<file path="config.mk">
export PLATFORM = sky130hd
export DESIGN_NAME = bcd_recycle_ctr
export DESIGN_NICKNAME = d
export VERILOG_FILES = /design/src/rtl/bcd_recycle_ctr_pkg.sv /design/src/rtl/bcd_recycle_ctr_ctrl.sv /design/src/rtl/bcd_recycle_ctr_step.sv /design/src/rtl/bcd_recycle_ctr.sv
export SDC_FILE = /design/constraint.sdc
export NUM_CORES = 1
export LEC_CHECK = 0
export BUFFER_PORTS_ARGS = -buffer_cell sky130_fd_sc_hd__buf_2
export CORE_UTILIZATION = 52
export CTS_BUF_LIST = sky130_fd_sc_hd__clkbuf_16
export DETAILED_ROUTE_END_ITERATION = 6
export GPL_ROUTABILITY_DRIVEN = 0
export MAX_ROUTING_LAYER = met4
export PLACE_DENSITY = 0.83
export SLEW_MARGIN = 20
export SYNTH_ARGS = -nofsm -noshare
export SYNTH_HDL_FRONTEND = slang
export SYNTH_SLANG_ARGS = --single-unit
</file>
<file path="constraint.sdc">
create_clock -name clk -period 4.7 [get_ports clk]
set_clock_uncertainty 0.15 [all_clocks]
set_input_delay 0.705 -clock clk [delete_from_list [all_inputs] [get_ports clk]]
set_output_delay 0.705 -clock clk [all_outputs]
set_load 0.01 [all_outputs]
</file>
<file path="src/rtl/bcd_recycle_ctr_pkg.sv">
package bcd_recycle_ctr_pkg;

   typedef enum logic [1:0] {
      OP_HOLD  = 2'd0,
      OP_STEP  = 2'd1,
      OP_LOAD  = 2'd2,
      OP_CLEAR = 2'd3
   } ctr_op_e;

   function automatic logic [3:0] clamp_top(input logic [3:0] v, input logic [3:0] lim);
      return (v > lim) ? lim : v;
   endfunction

endpackage

</file>
<file path="src/rtl/bcd_recycle_ctr_ctrl.sv">
module bcd_recycle_ctr_ctrl
   import bcd_recycle_ctr_pkg::*;
(
   input  logic    clr,
   input  logic    load_n,
   input  logic    en,
   output ctr_op_e op
);
   always_comb begin
      if (clr)          op = OP_CLEAR;
      else if (!load_n) op = OP_LOAD;
      else if (en)      op = OP_STEP;
      else              op = OP_HOLD;
   end
endmodule

</file>
<file path="src/rtl/bcd_recycle_ctr_step.sv">
module bcd_recycle_ctr_step #(
   parameter int DIGIT_W = 4
) (
   input  logic [DIGIT_W-1:0] q,
   input  logic [DIGIT_W-1:0] lo,
   input  logic [DIGIT_W-1:0] hi,
   input  logic               up,
   output logic               at_top,
   output logic               at_bot,
   output logic [DIGIT_W-1:0] nxt
);
   always_comb begin
      at_top = (q >= hi);
      at_bot = (q <= lo);
      if (up) nxt = at_top ? lo : DIGIT_W'(q + 1'b1);
      else    nxt = at_bot ? hi : DIGIT_W'(q - 1'b1);
   end
endmodule

</file>
<file path="src/rtl/bcd_recycle_ctr.sv">
module bcd_recycle_ctr
   import bcd_recycle_ctr_pkg::*;
#(
   parameter int DIGIT_W   = 4,
   parameter int DIGIT_MAX = 9,
   parameter bit REG_FLAGS = 1'b0
) (
   input  logic         clk,
   input  logic         rst_n,
   input  logic         clr,
   input  logic         load_n,
   input  logic         en,
   input  logic         up,
   input  logic [3:0]   din,
   input  logic [3:0]   cfg_lo,
   input  logic [3:0]   cfg_hi,
   output logic [3:0]   q,
   output logic         carry,
   output logic         borrow
);
   localparam logic [3:0] MAX_V = 4'(DIGIT_MAX);

   if (DIGIT_W != 4) begin : g_bad_w
      $error("bcd_recycle_ctr: DIGIT_W must be 4");
   end
   if (DIGIT_MAX < 1 || DIGIT_MAX > 9) begin : g_bad_max
      $error("bcd_recycle_ctr: DIGIT_MAX must be 1..9");
   end

   ctr_op_e    op;
   logic [3:0] hi_eff;
   logic [3:0] nxt;
   logic       at_top, at_bot;
   logic       carry_c, borrow_c;

   assign hi_eff = clamp_top(cfg_hi, MAX_V);

   bcd_recycle_ctr_ctrl u_ctrl (
      .clr    (clr),
      .load_n (load_n),
      .en     (en),
      .op     (op)
   );

   bcd_recycle_ctr_step #(.DIGIT_W(DIGIT_W)) u_step (
      .q      (q),
      .lo     (cfg_lo),
      .hi     (hi_eff),
      .up     (up),
      .at_top (at_top),
      .at_bot (at_bot),
      .nxt    (nxt)
   );

   always_ff @(posedge clk or negedge rst_n) begin
      if (!rst_n) q <= '0;
      else begin
         unique case (op)
            OP_CLEAR: q <= '0;
            OP_LOAD:  q <= din;
            OP_STEP:  q <= nxt;
            default:  q <= q;
         endcase
      end
   end

   assign carry_c  = (op == OP_STEP) &&  up && at_top;
   assign borrow_c = (op == OP_STEP) && !up && at_bot;

   if (REG_FLAGS) begin : g_flag_reg
      always_ff @(posedge clk or negedge rst_n) begin
         if (!rst_n) begin
            carry  <= 1'b0;
            borrow <= 1'b0;
         end else begin
            carry  <= carry_c;
            borrow <= borrow_c;
         end
      end
   end else begin : g_flag_comb
      assign carry  = carry_c & rst_n;
      assign borrow = borrow_c & rst_n;
   end
endmodule

</file>
==> results_dict.tcl <==
set metrics [dict create \
    pin_count 24 \
    path_cells "buf_2, o21ai_0, nand2b_1, ha_1, nand2b_4, a2111oi_4, a21oi_2, and3_2, buf_2" \
    cp-start-kind "input port" \
    post_drt_wl_per_cell_um 14.5 \
    synth_edf_count 0 \
    grt_start_max_net_pins 11 \
    core_area_um2 1160 \
    holdWs_ps 141 \
    holdBufCountCts 0 \
    arrival_ps 2380 \
    dp_hpwl_mm 1.29 \
    synth_top_family_by_area "compound AO/OA/AOI/OAI gates" \
    first_pass_iters 4 \
    cts_setup_buffers 0 \
    wl_mm 1.71 \
    grt_use_total_pct 30.4 \
    ir_drop_uv 293 \
    drv_slew 0 \
    clockBufferDepth 2 \
    htreeDepth 1 \
    clk_pin_slew_worst_paths_ps 30 \
    die_area_um2 1460 \
    synth-seq-cells 4 \
    cap_violations 0 \
    avgViaCountPerCell 6.13 \
    largest_reg_flops 4 \
    p_leak_uw 0.000432 \
    path_class "input port to output pin" \
    netlist.area_leader.share_pct 23.9 \
    synth_most_common_cell "ha_1" \
    synth_area_um2 681 \
    drc 0 \
    async_flop_share_pct 100 \
    cts_tree "built" \
    finalHoldViolations 0 \
    ys_types 34 \
    tightestPinTransition_ps 658 \
    relSlewSlack_pct 56.1 \
    numCtsBuffers 3 \
    die_h_um 38.2 \
    cts.sinks 4 \
    gr-total-overflow 0 \
    initial_core_util_pct 58.9 \
    fmax_mhz 309 \
    slowest_delay_ps 370 \
    cpMostUsedCell "buf_2" \
    regMostFlops "q" \
    ys.flop_type "dfrtp_1" \
    cts-root-buf "clkbuf_16" \
    fill_cells 82 \
    portBuffers 23 \
    die_w_um 38.2 \
    synth_compound_area_share_pct 26.1 \
    rsz0062_at_grt "no" \
    status "completed" \
    syn_to_final_growth_pct 29.8 \
    fin_nets 137 \
    grt_pass1_vias 706 \
    setup-violations-final 0 \
    finalSetupTns_ps 0 \
    synth_xor_area_share_pct 5.15 \
    avgSynthCellArea_um2 8.62 \
    grt_first_pass_wirelength_mm 2.95 \
    clk_latency_ps 220 \
    crit_buf_inv 2 \
    top_regs "q: 4 flops" \
    ctsResizeCount 0 \
    hold_path_class "input port to asynchronous set/reset pin" \
    yosys-top-cells-area "ha_1 (24%), dfrtp_1 (15%), inv_1 (5.5%), a2111oi_4 (4.0%), a221oi_1 (3.9%)" \
    rows 12 \
    drtAntennaViolNets 0 \
    antenna_found_initial 0 \
    crit_fanout 7 \
    crit_slowest_cell "a2111oi_4" \
    critical_path.top_delay_family "compound AO/OA/AOI/OAI gates" \
    endpoint_kind "output pin" \
    drtIter0Drc 37 \
    synthMuxAreaShare_pct 3.13 \
    syn_inst 79 \
    synth_fp_nets 110 \
    finalCritPeriodShare_pct 68.8 \
    yosys.area_share.simple_pct 20.8 \
    synthAdderAreaFrac_pct 23.9 \
    p_per_area_nw_per_um2 287 \
    drive_gt1_share_pct 29.8 \
    n_antenna_cell 0 \
    synth_common_cells "ha_1 (13), inv_1 (10), nand2_1 (5)" \
    finalCriticalPeriod_ps 3230 \
    cp.required_ps 3850 \
    synth_top_area_cell "ha_1" \
    ys_seq_area_share_pct 14.7 \
    vias 723 \
    ys_warn_count 0 \
]
[worst paths after layout]
check	from	to	slack (ps)	cells past startpoint
worst max-delay path	cfg_hi[2]	carry	1470	9
worst max register to register	q[0]$_DFFE_PN0P_	q[2]$_DFFE_PN0P_	2030	8
worst min register to register	q[3]$_DFFE_PN0P_	q[3]$_DFFE_PN0P_	560	2
min in group clk	q[3]$_DFFE_PN0P_	q[3]$_DFFE_PN0P_	560	2
max in group asynchronous	rst_n	q[1]$_DFFE_PN0P_	4120	1
worst min-delay path	rst_n	q[0]$_DFFE_PN0P_	140	1
[per-stage QoR]
step	utilization [%]	setup slack [ps]	std cells	instance area, um2	power [uW]
after global placement	69.9	1550	115	808	119
final	76.4	1470	118	883	254
after detailed placement	69.9	1500	115	808	121
after CTS	76.4	1500	118	883	255
after global routing	76.4	1330	118	883	268
after floorplan	-	1840	79	681	97.0
[routing by layer]
metal  global-route usage (%)  part of all wire, %
met4                     8.04                    0
met3                     8.72                  7.1
met2                     50.8                   49
met1                     35.4                   44
met5                        -                    0
[power by group]
| part | switching [uW] | total (uW) | leakage (uW) | internal [uW] |
|---|---|---|---|---|
| sequential | 6.32 | 43.7 | 0.0000542 | 37.3 |
| combinational | 40.2 | 78.1 | 0.000341 | 37.9 |
| clock | 23.5 | 132 | 0.0000370 | 109 |
| total | 70.0 | 254 | 0.000432 | 184 |
[layout make-up]
type                       count  area, um2  share of cell area, %
sequential                     4        100                   11.3
multi-input combinational     64        538                   60.9
tap                           14       17.5                   1.98
clock buffer                   3       75.1                   8.50
inverter                      10       37.5                   4.25
timing repair buffer          23        115                   13.0
[placed cells by master, fill, tap and decap left out, types with 2 or more instances in the layout]
| master | n |
|---|---|
| nand3_1 | 3 |
| dfrtp_1 | 4 |
| a21oi_1 | 4 |
| o211ai_1 | 3 |
| nor3_1 | 2 |
| nand2_1 | 5 |
| or3_1 | 2 |
| xnor2_1 | 3 |
| ha_1 | 13 |
| nor2b_1 | 3 |
| inv_1 | 10 |
| a221oi_1 | 3 |
| nand2b_1 | 3 |
| clkbuf_16 | 3 |
| buf_2 | 23 |
[cells by family (layout without fill, tap and decap cells)]
family | Yosys count | count (layout)
AO/OA/AOI/OAI | 21 | 21
XOR/XNOR | 4 | 4
adder cells (fa/ha/maj) | 13 | 13
buffers and inverters | 11 | 36
flip-flops | 4 | 4
multiplexers | 2 | 2
AND/OR/NAND/NOR | 24 | 24
Power figures use the tool's default switching activity.
